`src/rtl/gpio_bank_pkg.sv`:
```
package gpio_bank_pkg;

  localparam int unsigned WORD_W  = 32;
  localparam int unsigned BANK_AW = 6;

  localparam logic [BANK_AW-1:0] OFS_MASK = 6'h00;
  localparam logic [BANK_AW-1:0] OFS_CFG  = 6'h04;
  localparam logic [BANK_AW-1:0] OFS_PIN  = 6'h08;
  localparam logic [BANK_AW-1:0] OFS_LOCK = 6'h0C;
  localparam logic [BANK_AW-1:0] OFS_SET  = 6'h10;
  localparam logic [BANK_AW-1:0] OFS_CLR  = 6'h14;
  localparam logic [BANK_AW-1:0] OFS_OUT  = 6'h18;

  localparam int unsigned B_FUNC = 0;
  localparam int unsigned B_DIR  = 8;
  localparam int unsigned B_PU   = 9;
  localparam int unsigned B_PD   = 10;
  localparam int unsigned B_FEN  = 12;
  localparam int unsigned B_FSLW = 13;
  localparam int unsigned B_OD   = 14;
  localparam int unsigned B_SCH  = 15;
  localparam int unsigned B_EVT  = 24;

  typedef struct packed {
    logic [2:0] evt;
    logic       schmitt;
    logic       od;
    logic       filt_slow;
    logic       filt_en;
    logic       pd;
    logic       pu;
    logic       dir;
    logic [2:0] func;
  } line_cfg_t;

  function automatic logic [WORD_W-1:0] cfg_to_word(input line_cfg_t c);
    logic [WORD_W-1:0] w;
    w = '0;
    w[B_FUNC +: 3] = c.func;
    w[B_DIR]       = c.dir;
    w[B_PU]        = c.pu;
    w[B_PD]        = c.pd;
    w[B_FEN]       = c.filt_en;
    w[B_FSLW]      = c.filt_slow;
    w[B_OD]        = c.od;
    w[B_SCH]       = c.schmitt;
    w[B_EVT +: 3]  = c.evt;
    return w;
  endfunction

endpackage

```
`src/rtl/gpio_in_sync.sv`:
```
module gpio_in_sync #(
  parameter int unsigned NLINES = 32
) (
  input  logic              clk,
  input  logic              rst_n,
  input  logic [NLINES-1:0] din,
  output logic [NLINES-1:0] dout
);

  logic [NLINES-1:0] s1_q, s2_q;

  always_ff @(posedge clk or negedge rst_n) begin
    if (!rst_n) begin
      s1_q <= '0;
      s2_q <= '0;
    end else begin
      s1_q <= din;
      s2_q <= s1_q;
    end
  end

  assign dout = s2_q;

  // cycles since reset, saturating at 2, so the past window stays inside them
  logic [1:0] age_q;
  always_ff @(posedge clk or negedge rst_n) begin
    if (!rst_n)            age_q <= '0;
    else if (age_q != 2'd2) age_q <= age_q + 2'd1;
  end

  p_two_stage_r10: assert property (@(posedge clk) disable iff (!rst_n)
    (age_q == 2'd2) |-> (dout == $past(din, 2)));

endmodule

```
`src/rtl/gpio_line_cfg.sv`:
```
module gpio_line_cfg
  import gpio_bank_pkg::*;
#(
  parameter int unsigned NLINES = 32
) (
  input  logic                   clk,
  input  logic                   rst_n,
  input  logic                   wr_en,
  input  logic [NLINES-1:0]      sel,
  input  line_cfg_t              wcfg,
  output line_cfg_t [NLINES-1:0] cfg_o,
  output line_cfg_t              rd_cfg
);

  line_cfg_t [NLINES-1:0] cfg_q;
  line_cfg_t [NLINES-1:0] cfg_d;
  logic      [NLINES-1:0] line_en;

  for (genvar i = 0; i < NLINES; i++) begin : g_line
    assign line_en[i] = wr_en & sel[i];

    always_comb begin
      cfg_d[i] = cfg_q[i];
      if (line_en[i]) cfg_d[i] = wcfg;
    end

    always_ff @(posedge clk or negedge rst_n) begin
      if (!rst_n)          cfg_q[i] <= '0;
      else if (line_en[i]) cfg_q[i] <= cfg_d[i];
    end

    p_cfg_write_r3: assert property (@(posedge clk) disable iff (!rst_n)
      (wr_en && sel[i]) |=> (cfg_q[i] == $past(wcfg)));
    p_cfg_hold_r3: assert property (@(posedge clk) disable iff (!rst_n)
      !(wr_en && sel[i]) |=> $stable(cfg_q[i]));
  end

  // scan from the top so the lowest selected line wins
  always_comb begin
    rd_cfg = '0;
    for (int k = NLINES - 1; k >= 0; k--) begin
      if (sel[k]) rd_cfg = cfg_q[k];
    end
  end

  assign cfg_o = cfg_q;

endmodule

```
`src/rtl/gpio_out_latch.sv`:
```
module gpio_out_latch #(
  parameter int unsigned NLINES = 32
) (
  input  logic              clk,
  input  logic              rst_n,
  input  logic              set_we,
  input  logic              clr_we,
  input  logic [NLINES-1:0] bits,
  output logic [NLINES-1:0] out_q
);

  logic [NLINES-1:0] out_d;
  logic              upd;

  assign upd = set_we | clr_we;

  always_comb begin
    out_d = out_q;
    if (set_we) out_d = out_d | bits;
    if (clr_we) out_d = out_d & ~bits;
  end

  always_ff @(posedge clk or negedge rst_n) begin
    if (!rst_n)   out_q <= '0;
    else if (upd) out_q <= out_d;
  end

  p_set_ones_r7: assert property (@(posedge clk) disable iff (!rst_n)
    (set_we && !clr_we) |=> ((out_q & $past(bits)) == $past(bits)));
  p_set_zeros_r7: assert property (@(posedge clk) disable iff (!rst_n)
    (set_we && !clr_we) |=> ((out_q & ~$past(bits)) == ($past(out_q) & ~$past(bits))));
  p_clr_ones_r8: assert property (@(posedge clk) disable iff (!rst_n)
    (clr_we && !set_we) |=> ((out_q & $past(bits)) == '0));
  p_idle_hold_r8: assert property (@(posedge clk) disable iff (!rst_n)
    !(set_we || clr_we) |=> $stable(out_q));

endmodule

```
`src/rtl/gpio_bank_regs.sv`:
```
module gpio_bank_regs
  import gpio_bank_pkg::*;
#(
  parameter int unsigned NLINES = 32
) (
  input  logic                clk,
  input  logic                rst_n,
  input  logic                bus_wr,
  input  logic                bus_rd,
  input  logic [5:0]          bus_addr,
  input  logic [31:0]         bus_wdata,
  output logic [31:0]         bus_rdata,
  input  logic [NLINES-1:0]   pad_in,
  output logic [NLINES-1:0]   pad_out,
  output logic [NLINES-1:0]   pad_oe,
  output logic [3*NLINES-1:0] pad_func,
  output logic [NLINES-1:0]   pad_pull_up,
  output logic [NLINES-1:0]   pad_pull_dn,
  output logic [NLINES-1:0]   pad_filt_en,
  output logic [NLINES-1:0]   pad_filt_slow,
  output logic [NLINES-1:0]   pad_open_drain,
  output logic [NLINES-1:0]   pad_schmitt,
  output logic [3*NLINES-1:0] pad_evt_sel
);

  localparam int unsigned LW = NLINES;

  // ---- reset: asserted asynchronously, released on the clock ----
  logic [1:0] rst_pipe_q;
  logic       rst_i_n;

  always_ff @(posedge clk or negedge rst_n) begin
    if (!rst_n) rst_pipe_q <= 2'b00;
    else        rst_pipe_q <= {rst_pipe_q[0], 1'b1};
  end
  assign rst_i_n = rst_pipe_q[1];

  // ---- write decode ----
  logic wr_mask, wr_cfg, wr_set, wr_clr, wr_mapped;

  assign wr_mask   = bus_wr && (bus_addr == OFS_MASK);
  assign wr_cfg    = bus_wr && (bus_addr == OFS_CFG);
  assign wr_set    = bus_wr && (bus_addr == OFS_SET);
  assign wr_clr    = bus_wr && (bus_addr == OFS_CLR);
  assign wr_mapped = wr_mask | wr_cfg | wr_set | wr_clr;

  // ---- line-select mask ----
  logic [LW-1:0] mask_q, mask_d;

  always_comb begin
    mask_d = mask_q;
    if (wr_mask) mask_d = bus_wdata[LW-1:0];
  end

  always_ff @(posedge clk or negedge rst_i_n) begin
    if (!rst_i_n)     mask_q <= '0;
    else if (wr_mask) mask_q <= mask_d;
  end

  // ---- configuration word unpack (reserved bits dropped) ----
  line_cfg_t wcfg;
  always_comb begin
    wcfg.func      = bus_wdata[B_FUNC +: 3];
    wcfg.dir       = bus_wdata[B_DIR];
    wcfg.pu        = bus_wdata[B_PU];
    wcfg.pd        = bus_wdata[B_PD];
    wcfg.filt_en   = bus_wdata[B_FEN];
    wcfg.filt_slow = bus_wdata[B_FSLW];
    wcfg.od        = bus_wdata[B_OD];
    wcfg.schmitt   = bus_wdata[B_SCH];
    wcfg.evt       = bus_wdata[B_EVT +: 3];
  end

  line_cfg_t [LW-1:0] cfg;
  line_cfg_t          rd_cfg;

  gpio_line_cfg #(.NLINES(LW)) u_cfg (
    .clk    (clk),
    .rst_n  (rst_i_n),
    .wr_en  (wr_cfg),
    .sel    (mask_q),
    .wcfg   (wcfg),
    .cfg_o  (cfg),
    .rd_cfg (rd_cfg)
  );

  // ---- output latch ----
  logic [LW-1:0] out_q;

  gpio_out_latch #(.NLINES(LW)) u_out (
    .clk    (clk),
    .rst_n  (rst_i_n),
    .set_we (wr_set),
    .clr_we (wr_clr),
    .bits   (bus_wdata[LW-1:0]),
    .out_q  (out_q)
  );

  // ---- input synchronizer ----
  logic [LW-1:0] pin_sync;

  gpio_in_sync #(.NLINES(LW)) u_sync (
    .clk   (clk),
    .rst_n (rst_i_n),
    .din   (pad_in),
    .dout  (pin_sync)
  );

  // ---- pad control fan-out ----
  for (genvar i = 0; i < LW; i++) begin : g_pad
    assign pad_func[3*i +: 3]    = cfg[i].func;
    assign pad_evt_sel[3*i +: 3] = cfg[i].evt;
    assign pad_oe[i]             = cfg[i].dir;
    assign pad_pull_up[i]        = cfg[i].pu;
    assign pad_pull_dn[i]        = cfg[i].pd & ~cfg[i].pu;
    assign pad_filt_en[i]        = cfg[i].filt_en;
    assign pad_filt_slow[i]      = cfg[i].filt_slow;
    assign pad_open_drain[i]     = cfg[i].od;
    assign pad_schmitt[i]        = cfg[i].schmitt;
  end

  assign pad_out = out_q;

  // ---- read mux ----
  always_comb begin
    bus_rdata = '0;
    if (bus_rd) begin
      case (bus_addr)
        OFS_MASK: bus_rdata[LW-1:0] = mask_q;
        OFS_CFG:  bus_rdata         = cfg_to_word(rd_cfg);
        OFS_PIN:  bus_rdata[LW-1:0] = pin_sync;
        OFS_OUT:  bus_rdata[LW-1:0] = out_q;
        default:  bus_rdata         = '0;
      endcase
    end
  end

  logic unused_wdata;
  assign unused_wdata = ^{bus_wdata[31:27], bus_wdata[23:16], bus_wdata[11], bus_wdata[7:3]};

  p_mask_load_r2: assert property (@(posedge clk) disable iff (!rst_i_n)
    wr_mask |=> (mask_q == $past(bus_wdata[LW-1:0])));
  p_unmapped_wr_r11: assert property (@(posedge clk) disable iff (!rst_i_n)
    (bus_wr && !wr_mapped) |=> ($stable(mask_q) && $stable(out_q) && $stable(cfg)));
  p_pull_yield_r6: assert property (@(posedge clk) disable iff (!rst_i_n)
    (wr_cfg && bus_wdata[B_PU] && (mask_q != '0)) |=> ((pad_pull_dn & $past(mask_q)) == '0));

endmodule

```
`config.mk`:
```
export PLATFORM = sky130hd
export DESIGN_NAME = gpio_bank_regs
export DESIGN_NICKNAME = d
export VERILOG_FILES = /design/src/rtl/gpio_bank_pkg.sv /design/src/rtl/gpio_in_sync.sv /design/src/rtl/gpio_line_cfg.sv /design/src/rtl/gpio_out_latch.sv /design/src/rtl/gpio_bank_regs.sv
export SDC_FILE = /design/constraint.sdc
export NUM_CORES = 1
export LEC_CHECK = 0
export BUFFER_PORTS_ARGS = -buffer_cell sky130_fd_sc_hd__buf_2
export CAP_MARGIN = 10
export CELL_PAD_IN_SITES_DETAIL_PLACEMENT = 1
export CELL_PAD_IN_SITES_GLOBAL_PLACEMENT = 1
export CORE_ASPECT_RATIO = 1.1
export CORE_MARGIN = 3
export CORE_UTILIZATION = 44
export DETAILED_ROUTE_END_ITERATION = 8
export HOLD_SLACK_MARGIN = 0.08
export PLACE_DENSITY_LB_ADDON = 0.1
export SETUP_SLACK_MARGIN = 0.15
export SLEW_MARGIN = 10
export SYNTH_ARGS = -nofsm -noshare
export SYNTH_HDL_FRONTEND = slang
export SYNTH_SLANG_ARGS = --single-unit
```
`constraint.sdc`:
```
create_clock -name clk -period 20.6 [get_ports clk]
set_input_delay 4.12 -clock clk [delete_from_list [all_inputs] [get_ports clk]]
set_output_delay 4.12 -clock clk [all_outputs]
set_load 0.02 [all_outputs]
```
Yosys cells after proc, flatten, opt, wreduce, memory -nomap -nowiden
Index checks and enable logic that the tools add are counted.
Word-level totals
  register bits after elaboration: 546
  input port bits: 74
Operators by class
  reductions and logical operators: 5
  muxes and demuxes: 36
  equal/unequal tests: 5
  bitwise operators: 100
Operators with widths (number)
  13-bit two-way mux: 32
  32-bit one-hot mux with 4 select lines: 1
  32-bit two-way mux: 3
  1-bit bitwise AND: 64
  32-bit bitwise AND: 1
  1-bit inverter: 32
  32-bit inverter: 1
  32-bit OR: 1
  6-bit by 5-bit equality test with 1-bit output, second input constant: 3
  6-bit by 3-bit equality test with 1-bit output, second input constant: 1
  6-bit by 4-bit equality test with 1-bit output, second input constant: 1
  6-bit logical NOT: 1
  1-bit logical AND: 4
  1-bit OR: 1

Longest topological paths before layout
  word-level depth: 34
  mapped depth: 9
  mapped depth without buffers: 7

Hierarchy
From an unflattened synthesis, not the netlist that was laid out.
Second synthesis, totals
  cells, all modules: 1979
  area total of the unflattened synthesis: 24757.5 sq um
By module, submodules not included
  gpio_line_cfg: instances 1, cells each 1536, seq. area each 10410.0 sq um, area each 19398.6 sq um
  gpio_bank_regs: instances 1, cells each 277, seq. area each 850.8 sq um, area each 2587.5 sq um
  gpio_in_sync: instances 1, cells each 64, seq. area each 1601.5 sq um, area each 1601.5 sq um
  gpio_out_latch: instances 1, cells each 102, seq. area each 800.8 sq um, area each 1169.9 sq um

Worst setup path before layout
No wires, ideal clock.
  path kind: input port to output port
  from: input bus_addr[1]
  to: output bus_rdata[12]
  stages on the path: 7
  path buffers: 1
  data required time: 16.480 ns
  arrival: 5.679 ns
  path slack: 10.801 ns
  cell sequence: nor3_4 nand2_1 or4_4 buf_6 nor3_2 nand3b_1 o21ai_1
On the way
  longest elaborated chain between the ends: 3
Ends and longest elaborated chain
  start: declaration: RTL line gpio_bank_regs.sv:10  | input logic [5:0] bus_addr,
  6-bit by 5-bit equality test with 1-bit output, or another cell as far along: RTL line gpio_bank_regs.sv:128  | case (bus_addr)
  32-bit one-hot mux with 4 select lines (*): RTL line gpio_bank_regs.sv:128
  32-bit two-way mux (*): RTL line gpio_bank_regs.sv:127  | if (bus_rd) begin
  end: declaration: RTL line gpio_bank_regs.sv:12  | output logic [31:0] bus_rdata,
Mark *: on every way between the ends. The rest lies on a longest branch, timed or not.

Final worst setup path
  from: input bus_addr[1]
  to: output bus_rdata[2]
Same word-level chain as after synthesis.

==> out/metrics.csv <==
stage,metric,value,unit
run,max_cap_viol_count,0,
place,dpl.cell_count,3194,
synth,ys.flop_type,dfrtp_1,
floorplan,initial_utilization,44.7,%
clock_tree,cts_tree,built,
worst_setup_path,crit_required,16.48,ns
drt,dr.first_iter.drc_count,1201,
cells_and_area,area_growth,7.23,%
drt,dr.pass1.iters,5,
place,placed_area,27700,µm²
cells_and_area,nets,2505,
synth,ys_types,56,
floorplan,pin_count,554,
timing,tns,0,ns
cells_and_area,mostFrequentLayoutCell,buf_2,
synth,synthArstFlopShare,100,%
clock_tree,hold_buffers,0,
drt,drtAntennaViolNets,0,
place,portBuffers,553,
drt,post_drt_wl_per_cell,30.7,µm
synth,seq_area_frac_synth,49.6,%
cells_and_area,fillers,6674,
drt,vias,19000,
timing,relSlewSlack,23.2,%
floorplan,die_width,245,µm
clock_tree,htreeDepth,2,
drt,drc,0,
timing,rsz0062_at_grt,no,
timing,hold_slack,0.194,ns
drt,post_drt_via_cell_ratio,5.78,
synth,synth_edf_count,0,
synth,synth_area,27600,µm²
grt,antenna_found_initial,3,
pwr,power_density,89.2,nW/µm²
timing,worstMarginPinSlew,1.15,ns
clock_tree,postCtsSetupBuffers,0,
synth,syn_avg_cell_area,11.8,µm²
worst_setup_path,crit_path_start_kind,input port,
cells_and_area,fin_area,29500,µm²
timing,setup_violations,0,
worst_setup_path,r2r_cells,2,
pwr,irDropWorstVdd,60.7,µV
cells_and_area,final_cell_mix,"553 x buf_2, 545 x dfrtp_1, 447 x mux2_2",
floorplan,core-area,61600,µm²
worst_setup_path,cp_max_fo,17,
drt,wl,101000,µm
hold_path,hp-class,reg2async,
synth,postSynthCellCount,2341,
worst_setup_path,setup.worst_path.end_class,output pin,
worst_setup_path,worst-endpoint-arrival,6.70,ns
synth,ys_warn_count,0,
cells_and_area,drive_above_1_share,47.6,%
clock_tree,clkLatencyLatePin,0.62,ns
grt,grt_usage,30.1,%
clock_tree,cts_resized,0,
worst_setup_path,rrSetupSlack,18.03,ns
timing,fin_worst_skew,0.0154,ns
place,place_congestion,0.889,
status,status,"complete, no violations",
floorplan,core.rowCount,95,
pwr,leakage,15.9,nW
floorplan,dieArea,65700,µm²
grt,grt_max_degree,170,
place,dp_hpwl,72900,µm
worst_setup_path,criticalPathCategory,in2out,
pwr,power.total,2.64,mW
synth,syn-num-nets,2415,
timing,finalHoldViolCount,0,
clock_tree,clock_sinks,546,
timing,fmax,92.4,MHz
timing,fin_crit,10.82,ns
clock_tree,cts_buffers,59,
cells_and_area,multi_input_area,10000,µm²
cells_and_area,finalNonFillerCells,3294,
cells_and_area,ff_latch_area,13700,µm²
synth,postSynthRegisterBits,546,
timing,slew_violations,0,
clock_tree,clockBufferDepth,3,
clock_tree,clk_pin_slew,0.06,ns
grt,grt_pass1_vias,20300,
grt,grt_pass1_wl,145000,µm
floorplan,fp.dieH,268,µm
timing,finalCritPeriodShare,52.5,%
grt,grt-ovfl-total,0,
clock_tree,root_buffer,clkbuf_16,
## area by class of cell
cell class / count / area share (%)
repair buffers: 575 / 9.97
diodes: 2 / 0.0169
well taps: 824 / 3.49
multi-input cells: 1234 / 34.0
inverters: 15 / 0.191
flip-flops and latches: 546 / 46.3
clock inverters: 10 / 0.305
clock buffers: 88 / 5.78
## through the flow
| step | setup WS (ns) | util (%) |
|---|---|---|
| 2_1_floorplan | 4.25 | - |
| 3_3_place_gp | 9.91 | 45.0 |
| 3_5_place_dp | 9.86 | 45.0 |
| 4_1_cts | 9.84 | 48.0 |
| 5_1_grt | 9.69 | 48.0 |
| 6_report | 9.78 | 48.0 |
## cells by family (layout without fill, tap and decap cells)
group           Yosys count  after routing  synth area share (%)
buf+inv                 561            688                  14.0
flops                   546            546                  49.6
mux                     480            480                  19.9
simple gates            408            408                  8.21
compound gates          345            345                  8.30
other cells               1              3                0.0136
## state kept, by name, indices dropped and copies added (netlist names), named ones only
register / cells
u_sync.s1_q: 32
u_sync.dout: 32
mask_q: 32
rst_pipe_q: 2
u_cfg.cfg_o: 416
## metal layers
metal  global-route usage, %  wire length, µm
met5                       0                0
met4                    10.1             3610
met3                    5.58             5990
met2                    52.1            50700
met1                    38.3            40900
## report_power, final
group	switching (mW)	total, mW	internal, mW
sequential	0.0647	1.18	1.12
combinational	0.302	0.433	0.132
clock	0.442	1.02	0.578
total	0.808	2.64	1.83
## cells in the mapped netlist (all sizes together) (24+ instances only)
master	number	area (µm²)
mux2	480	5480
o22ai	74	463
dfrtp	546	13700
o21ai	93	465
nor3	40	263
a21oi	46	230
nand2	183	910
buf	445	3420
nor2b	62	388
nand3	24	125
a221oi	48	420
a22oi	44	330
nor2	48	190
clkbuf	101	379
## critical path, cell delays in order
cell	delay (ns)
buf_2	0.12
or3_1	0.46
nor3b_4	0.78
buf_4	0.41
a221oi_1	0.13
nor2_1	0.19
a21oi_1	0.06
o21ai_1	0.17
buf_2	0.23
## path summary, 6_finish.rpt
path,start,end
min in group clk,u_sync.s1_q[29],u_sync.dout[29]
setup reg to reg,rst_pipe_q[1],u_cfg.cfg_o[231]
hold reg to reg,rst_pipe_q[1],u_sync.dout[17]
max in group asynchronous,rst_n,rst_pipe_q[1]
setup / recovery,bus_addr[1],bus_rdata[2]
hold / removal,rst_pipe_q[1],u_sync.dout[17]
Note: power is estimated with default switching activity, not from simulation.
